[src/rtl/xms_pkg.sv]
package xms_pkg;

    typedef enum logic [2:0] {
        SW_IDLE  = 3'd0,
        SW_DRAIN = 3'd1,
        SW_SPILL = 3'd2,
        SW_GATE  = 3'd3,
        SW_FILL  = 3'd4
    } sw_state_t;

    typedef enum logic {
        XM_WIDE     = 1'b0,
        XM_THREADED = 1'b1
    } xmode_t;

    localparam int unsigned GATED_UNITS = 3;
    localparam int unsigned UNIT_RENAME = 0;
    localparam int unsigned UNIT_SCHED  = 1;
    localparam int unsigned UNIT_LOADQ  = 2;

    typedef struct packed {
        logic gate_on;
        logic gate_off;
    } gate_cmd_t;

endpackage

[src/rtl/xms_census.sv]
module xms_census #(
    parameter int NT = 8,
    localparam int CW = $clog2(NT + 1)
) (
    input  logic          clk,
    input  logic          rst,
    input  logic [NT-1:0] thr_live,
    input  logic [NT-1:0] thr_wait,
    output logic [NT-1:0] act_mask,
    output logic [CW-1:0] act_cnt
);
    logic [NT-1:0] run_now;
    logic [CW-1:0] cnt_now;

    always_comb begin
        run_now = thr_live & ~thr_wait;
        cnt_now = '0;
        for (int i = 0; i < NT; i++) begin
            cnt_now = cnt_now + CW'(run_now[i]);
        end
    end

    always_ff @(posedge clk) begin
        if (rst) begin
            act_mask <= '0;
            act_cnt  <= '0;
        end else begin
            act_mask <= run_now;
            act_cnt  <= cnt_now;
        end
    end


    cnt_match_chk: assert property (@(posedge clk) disable iff (rst)
        1'b1 |=> (act_cnt == CW'($countones($past(run_now)))));

endmodule

[src/rtl/xms_gate_bank.sv]
module xms_gate_bank
    import xms_pkg::*;
#(
    parameter int NU = GATED_UNITS
) (
    input  logic          clk,
    input  logic          rst,
    input  gate_cmd_t     cmd,
    output logic [NU-1:0] clk_en
);
    for (genvar u = 0; u < NU; u++) begin : g_unit
        always_ff @(posedge clk) begin
            if (rst)               clk_en[u] <= 1'b1;
            else if (cmd.gate_on)  clk_en[u] <= 1'b1;
            else if (cmd.gate_off) clk_en[u] <= 1'b0;
        end
    end


    gate_excl_chk: assert property (@(posedge clk) disable iff (rst)
        !(cmd.gate_on && cmd.gate_off));

endmodule

[src/rtl/xms_sequencer.sv]
module xms_sequencer
    import xms_pkg::*;
#(
    parameter int NT     = 8,
    parameter int THRESH = 2,
    localparam int CW = $clog2(NT + 1)
) (
    input  logic          clk,
    input  logic          rst,
    input  logic [NT-1:0] act_mask,
    input  logic [CW-1:0] act_cnt,
    input  logic          pipe_empty,
    input  logic          spill_done,
    input  logic          fill_done,
    output logic          spill_req,
    output logic          fill_req,
    output logic [NT-1:0] fill_mask,
    output logic          park_we,
    output logic [NT-1:0] park_mask,
    output logic          map_upd,
    output gate_cmd_t     gate_cmd,
    output logic          busy,
    output logic          fetch_stall,
    output logic          done,
    output logic          mode_threaded
);
    sw_state_t     st_q, st_d;
    xmode_t        mode_q, dest_q;
    logic [NT-1:0] snap_q;
    logic          done_q, map_q;
    xmode_t        want;

    always_comb begin
        want = (act_cnt > CW'(THRESH)) ? XM_THREADED : XM_WIDE;
        st_d = st_q;
        case (st_q)
            SW_IDLE:  if (want != mode_q) st_d = SW_DRAIN;
            SW_DRAIN: if (pipe_empty)     st_d = SW_SPILL;
            SW_SPILL: if (spill_done)     st_d = SW_GATE;
            SW_GATE:                      st_d = SW_FILL;
            SW_FILL:  if (fill_done)      st_d = SW_IDLE;
            default:                      st_d = SW_IDLE;
        endcase
    end

    always_ff @(posedge clk) begin
        if (rst) begin
            st_q   <= SW_IDLE;
            mode_q <= XM_WIDE;
            dest_q <= XM_WIDE;
            snap_q <= '0;
            done_q <= 1'b0;
            map_q  <= 1'b0;
        end else begin
            st_q   <= st_d;
            done_q <= 1'b0;
            map_q  <= 1'b0;
            if (st_q == SW_IDLE && want != mode_q) begin
                dest_q <= want;
                snap_q <= act_mask;
            end
            if (st_q == SW_FILL && fill_done) begin
                mode_q <= dest_q;
                done_q <= 1'b1;
                map_q  <= (dest_q == XM_WIDE);
            end
        end
    end

    always_comb begin
        busy             = (st_q != SW_IDLE);
        fetch_stall      = busy;
        spill_req        = (st_q == SW_SPILL);
        fill_req         = (st_q == SW_FILL);
        fill_mask        = '0;
        if (fill_req) fill_mask = (dest_q == XM_THREADED) ? '1 : snap_q;
        park_we          = (st_q == SW_GATE) && (dest_q == XM_WIDE);
        park_mask        = park_we ? ~snap_q : '0;
        gate_cmd.gate_off = spill_req && spill_done && (dest_q == XM_THREADED);
        gate_cmd.gate_on  = spill_req && spill_done && (dest_q == XM_WIDE);
        done             = done_q;
        map_upd          = map_q;
        mode_threaded    = (mode_q == XM_THREADED);
    end


    spill_after_drain_chk: assert property (@(posedge clk) disable iff (rst)
        $rose(spill_req) |-> $past(pipe_empty));


    spill_hold_chk: assert property (@(posedge clk) disable iff (rst)
        (spill_req && !spill_done) |=> spill_req);


    mode_hold_chk: assert property (@(posedge clk) disable iff (rst)
        !$stable(mode_threaded) |-> done);


    fill_stall_chk: assert property (@(posedge clk) disable iff (rst)
        fill_req |-> fetch_stall);


    done_pulse_chk: assert property (@(posedge clk) disable iff (rst)
        done |=> !done);


    map_dir_chk: assert property (@(posedge clk) disable iff (rst)
        map_upd |-> (done && !mode_threaded));

endmodule

[src/rtl/xms_mode_switch.sv]
module xms_mode_switch
    import xms_pkg::*;
#(
    parameter int NT     = 8,
    parameter int THRESH = 2,
    localparam int CW = $clog2(NT + 1)
) (
    input  logic                   clk,
    input  logic                   rst,
    input  logic [NT-1:0]          thr_live,
    input  logic [NT-1:0]          thr_wait,
    input  logic                   pipe_empty,
    input  logic                   spill_done,
    input  logic                   fill_done,
    output logic                   spill_req,
    output logic                   fill_req,
    output logic [NT-1:0]          fill_mask,
    output logic                   park_we,
    output logic [NT-1:0]          park_mask,
    output logic                   map_upd,
    output logic [GATED_UNITS-1:0] unit_clk_en,
    output logic                   fetch_stall,
    output logic                   busy,
    output logic                   done,
    output logic                   mode_threaded
);
    logic [NT-1:0] act_mask;
    logic [CW-1:0] act_cnt;
    gate_cmd_t     gate_cmd;

    xms_census #(.NT(NT)) u_census (
        .clk      (clk),
        .rst      (rst),
        .thr_live (thr_live),
        .thr_wait (thr_wait),
        .act_mask (act_mask),
        .act_cnt  (act_cnt)
    );

    xms_sequencer #(.NT(NT), .THRESH(THRESH)) u_seq (
        .clk           (clk),
        .rst           (rst),
        .act_mask      (act_mask),
        .act_cnt       (act_cnt),
        .pipe_empty    (pipe_empty),
        .spill_done    (spill_done),
        .fill_done     (fill_done),
        .spill_req     (spill_req),
        .fill_req      (fill_req),
        .fill_mask     (fill_mask),
        .park_we       (park_we),
        .park_mask     (park_mask),
        .map_upd       (map_upd),
        .gate_cmd      (gate_cmd),
        .busy          (busy),
        .fetch_stall   (fetch_stall),
        .done          (done),
        .mode_threaded (mode_threaded)
    );

    xms_gate_bank #(.NU(GATED_UNITS)) u_gates (
        .clk    (clk),
        .rst    (rst),
        .cmd    (gate_cmd),
        .clk_en (unit_clk_en)
    );


    fill_gate_chk: assert property (@(posedge clk) disable iff (rst)
        fill_req |-> (unit_clk_en == (mode_threaded ? {GATED_UNITS{1'b1}}
                                                    : {GATED_UNITS{1'b0}})));


    gate_stable_chk: assert property (@(posedge clk) disable iff (rst)
        (busy && !spill_req) |=> (spill_req || $stable(unit_clk_en) || $past(spill_req)));

endmodule

[config.mk]
export PLATFORM = sky130hd
export DESIGN_NAME = xms_mode_switch
export DESIGN_NICKNAME = d
export VERILOG_FILES = /design/src/rtl/xms_pkg.sv /design/src/rtl/xms_census.sv /design/src/rtl/xms_gate_bank.sv /design/src/rtl/xms_sequencer.sv /design/src/rtl/xms_mode_switch.sv
export SDC_FILE = /design/constraint.sdc
export NUM_CORES = 1
export LEC_CHECK = 0
export BUFFER_PORTS_ARGS = -buffer_cell sky130_fd_sc_hd__buf_2
export CORE_MARGIN = 1
export CORE_UTILIZATION = 40
export CTS_BUF_LIST = sky130_fd_sc_hd__clkbuf_8
export CTS_CLUSTER_DIAMETER = 100
export DETAILED_ROUTE_END_ITERATION = 12
export PLACE_DENSITY = 0.66
export SKIP_CTS_REPAIR_TIMING = 1
export SLEW_MARGIN = 20
export SYNTH_ARGS = -nofsm -noshare
export SYNTH_HDL_FRONTEND = slang
export SYNTH_HIERARCHICAL = 1
export SYNTH_SLANG_ARGS = --single-unit
[constraint.sdc]
create_clock -name clk -period 5 [get_ports clk]
set_input_delay 0.5 -clock clk [delete_from_list [all_inputs] [get_ports clk]]
set_output_delay 0.5 -clock clk [all_outputs]
set_load 0.05 [all_outputs]
== Word-level counts from Yosys, hierarchy flattened ==
Index checks and enable logic that the tools add are counted.
Operators by class
  add/subtract/negate cells: 7
  $lt $le $gt $ge: 1
  equality and inequality tests: 9
  mux-type cells: 10
  bitwise logic cells: 5
  reduce and logical (&&, ||, !) cells: 11
Operators by type and width (number)
  4-bit by 1-bit adder with 4-bit output: 6
  8-bit 2-to-1 mux: 3
  8-bit NOT: 2
  3-bit case mux with 5 select lines: 1
  3-bit 2-to-1 mux: 4
  8-bit bitwise AND: 1
  2-bit inequality test (second input constant): 4
  3-bit by 2-bit equality test with 1-bit output (second input constant): 2
  1-bit logical AND: 6
  4-bit by 2-bit greater-than comparator with 1-bit output (second input constant): 1
  4-bit AND reduction: 1
  2-bit OR reduction: 2
  3-bit by 1-bit equality test with 1-bit output (second input constant): 1
  3-bit equality test (second input constant): 1
  3-bit logical NOT: 1
  3-bit nonzero test: 1
  1-bit by 1-bit adder with 2-bit output: 1
  1-bit 2-to-1 mux: 2
  1-bit NOT: 2
  1-bit inequality test: 1
Word-level totals
  bits in registers: 28
  input bits: 21
  output and inout port bits: 27
  logic and storage cells: 52

== Depth between registers and ports, before layout ==
  word-level depth: 9
  depth in mapped cells: 11
  depth with buffers taken out: 11

== Hierarchy ==
The synthesis kept the hierarchy.
By module, submodules not included
  xms_sequencer: times used 1, cells an instance 99, area each 874.6 µm², seq. area each 300.3 µm²
  xms_census: times used 1, cells an instance 48, area each 526.8 µm², seq. area each 240.2 µm²
  xms_gate_bank: times used 1, cells an instance 6, area each 47.5 µm², seq. area each 20.0 µm²

== Least setup slack after synthesis ==
OpenSTA, ideal clock, no wires.
  kind: input-to-reg
  from: input port thr_live[1]
  to: register u_census.act_cnt[2]
  setup time: 0.114 ns
  arrival time: 2.909 ns
  data required time: 4.886 ns
  path slack: 1.977 ns
  stages on the path: 11
  buffers on the path: 0
  path through: nor2b_1 fa_1 inv_1 fa_1 inv_1 fa_1 ha_1 inv_1 fa_1 xor2_1 nor2_1
Between the ends
  word-level cells in the longest chain between the ends: 8
RTL lines
  start: declaration: RTL line xms_mode_switch.sv:10  | input logic [NT-1:0] thr_live,
  8-bit bitwise AND: RTL line xms_census.sv:16  | run_now = thr_live & ~thr_wait;
  1-bit by 1-bit adder with 2-bit output: RTL line xms_census.sv:19  | cnt_now = cnt_now + CW'(run_now[i]);
  4-bit by 1-bit adder with 4-bit output (6 in series): RTL line xms_census.sv:19
  end signal: assignment: RTL line xms_census.sv:29  | act_cnt <= cnt_now;
  end: declaration: RTL line xms_census.sv:10  | output logic [CW-1:0] act_cnt
Every way passes these cells.
A chain may end at the register's enable or synchronous reset.

== Worst setup path after layout ==
  from: input port thr_live[1]
  to: register u_census.act_cnt[2]
Between the ends
  word-level cells in the longest chain between the ends: 8
RTL lines
  8-bit bitwise AND: RTL line xms_census.sv:16
  net u_census.run_now[1]: RTL line xms_census.sv:12  | logic [NT-1:0] run_now;
  1-bit by 1-bit adder with 2-bit output: RTL line xms_census.sv:19
  4-bit by 1-bit adder with 4-bit output (6 in series): RTL line xms_census.sv:19
The timed path passes the listed nets, and every way through them passes these cells.

==> flow_summary.ini <==
[outcome]
outcome = complete, no violations

[timing]
max_freq_ghz = 0.334
grt_setup_unrepaired = no
finClkSkew_ns = 0.00316
period_share_pct = 59.9
setup_violations = 0
finalCriticalPeriod_ns = 2.99
worst_slack_ns = 2.01
drv_slew = 0
maxSlewHeadroom_pct = 56.3
finalSetupTns_ns = 0
holdWs_ns = 0.459
tightest_slew_ns = 0.653
finalHoldViolations = 0

[worst_setup_path]
crit_path_start_kind = primary input
reg2reg_depth = 3
cp_data_required_time_ns = 5.14
cp_max_fo = 2
critical_path_class = primary input to flip-flop
crit_arrival_ns = 3.14
end_kind = flip-flop

[drt]
avgViaCountPerCell = 4.66
drt_first_pass_iters = 4
route.detailed.drc = 0
postRouteAntennaNets = 0
wl_per_cell_um = 11.0
routed_wl_um = 2600
vias = 1104
drtIter0Drc = 39

[final_layout]
area_growth_pct = 18.7
n_antenna_cell = 0
drive_above_1_share_pct = 29.8
fin_nets = 220
nFillCells = 346

[power]
vdd_ir_drop_max_mv = 0.132
finalPower_uw = 536
power_density_mw_per_mm2 = 312
p_leak_uw = 0.000806

[clock_tree]
clock_latency_ns = 0.27
cts_root_buf = clkbuf_8
cts_tree = built
clk_pin_slew_ns = 0.09
cts_max_level = 1
clock-sinks = 28
cts_buffers = 3
cts_buffer_depth = 2

[yosys]
syn_inst = 153
ys_seq_area_share_pct = 38.7
yosys_register_bits = 28
ys_warn_count = 6
syn_area_per_cell_um2 = 9.47
synth_area_mm2 = 0.00145
synth_cell_types = 34
syn-num-nets = 181

[worst_hold_path]
hold_class = flip-flop to flip-flop
min_path_cells = 2

[floorplan]
die_w_um = 62.2
core_mm2 = 0.00342
rows = 21
die_y_um = 62.2
initial_core_util_pct = 42.4
pin_count = 48
die_area_mm2 = 0.00387

[grt]
grt_pass1_vias = 1063
antenna_found_initial = 0
grt.total_usage_pct = 14.4
grt_pass1_wl_um = 4590
grt_start_max_net_pins = 38
grt_overflow = 0

[placement]
hpwl_um = 1960
numPortBuffers = 47
gp_routability_congestion = 0.754
pre_cts_ws_ns = 1.71

[run]
cap_violations = 0
## stage by stage
step,std cells,util (%),area [um^2]
6_report,237,50.3,1720
4_1_cts,237,50.2,1710
2_1_floorplan,153,-,1450
3_5_place_dp,233,48.1,1640
5_1_grt,237,50.3,1720
3_3_place_gp,233,48.1,1640
## kinds of logic (layout without fill, tap and decap cells)
kind of cell	count (synthesis)	in the layout	synth area share (%)
fa+ha+maj	7	7	8.12
mux	9	9	6.30
compound gates	19	19	9.33
flops	28	28	38.7
buf+inv	23	61	9.41
xor+xnor	1	1	0.605
simple gates	66	66	27.5
## cell type report
type                    instances  area [um^2]  share of cell area (%)
multi-input cells             102          757                    44.0
well taps                      46         57.6                    3.35
clock inverters                 1         30.0                    1.75
flip-flops and latches         28          561                    32.6
inverters                      10         37.5                    2.18
repair buffers                 47          235                    13.7
clock buffers                   3         41.3                    2.40
## power by group
group | internal, uW | switching [uW] | total, uW
Sequential | 237 | 17.9 | 255
Clock | 107 | 65.9 | 173
Combinational | 44.5 | 63.5 | 108
## Yosys cell counts, drive strengths merged
master	count	area [um^2]
nor3	2	10.0
nor2b	13	81.3
xor2	1	8.76
fa	4	80.1
nand4bb	1	11.3
nand3	1	5.00
o21ai	2	10.0
clkbuf	3	11.3
a21oi	4	20.0
and4	2	17.5
nand2b	21	131
or3b	1	8.76
inv	10	37.5
mux2i	8	80.1
mux2	1	11.3
o21ba	1	10.0
buf	10	87.6
dfxtp	28	561
ha	3	37.5
o21a	8	60.1
nor4	1	6.26
nor3b	2	20.0
and2	1	6.26
a211oi	3	27.5
a21o	1	7.51
nand2	1	3.75
nand3b	3	22.5
nor2	16	60.1
nor4b	1	15.0
## registers in the layout, summed over array words and instances, names as in the netlist
| signal | count |
|---|---|
| u_census/act_cnt | 4 |
| u_census/act_mask | 8 |
| u_gates/clk_en | 1 |
| u_seq/dest_q | 1 |
| u_seq/done | 1 |
| u_seq/map_upd | 1 |
| u_seq/mode_threaded | 1 |
| u_seq/snap_q | 8 |
| u_seq/st_q | 3 |
## cell usage in the layout (no fill, tap or decap), types with 2 or more instances in the layout
master / n
buf_2: 47
dfxtp_1: 28
nand2b_1: 21
nor2_1: 16
nor2b_1: 13
inv_1: 10
o21a_1: 8
mux2i_1: 8
a21oi_1: 4
fa_1: 4
clkbuf_8: 3
ha_1: 3
nand3b_1: 3
nor3b_2: 2
nor3_1: 2
and4_1: 2
a211oi_1: 2
## final timing paths
path	start	end	slack, ns
max	thr_live[1]	u_census/act_cnt[2]	2.01
max reg2reg	u_seq/st_q[2]	u_seq/mode_threaded	3.54
min reg2reg	u_census/act_mask[3]	u_seq/snap_q[3]	0.46
min	u_census/act_mask[3]	u_seq/snap_q[3]	0.46
## critical path, stage by stage
cell,delay [ns]
buf_2,0.09
nor2b_1,0.15
fa_1,0.54
inv_1,0.05
fa_1,0.48
inv_1,0.05
fa_1,0.50
ha_1,0.17
inv_1,0.05
fa_1,0.37
xor2_1,0.14
nor2_1,0.05
## per-layer routing
layer	wire, um	global-route usage, %	vias up
met3	120	2.57	4
met4	34	6.98	0
met1	1180	16.3	500
li1	-	-	566
met2	1260	26.0	34
met5	0	0	-
Note: power is estimated with default switching activity, not from simulation.
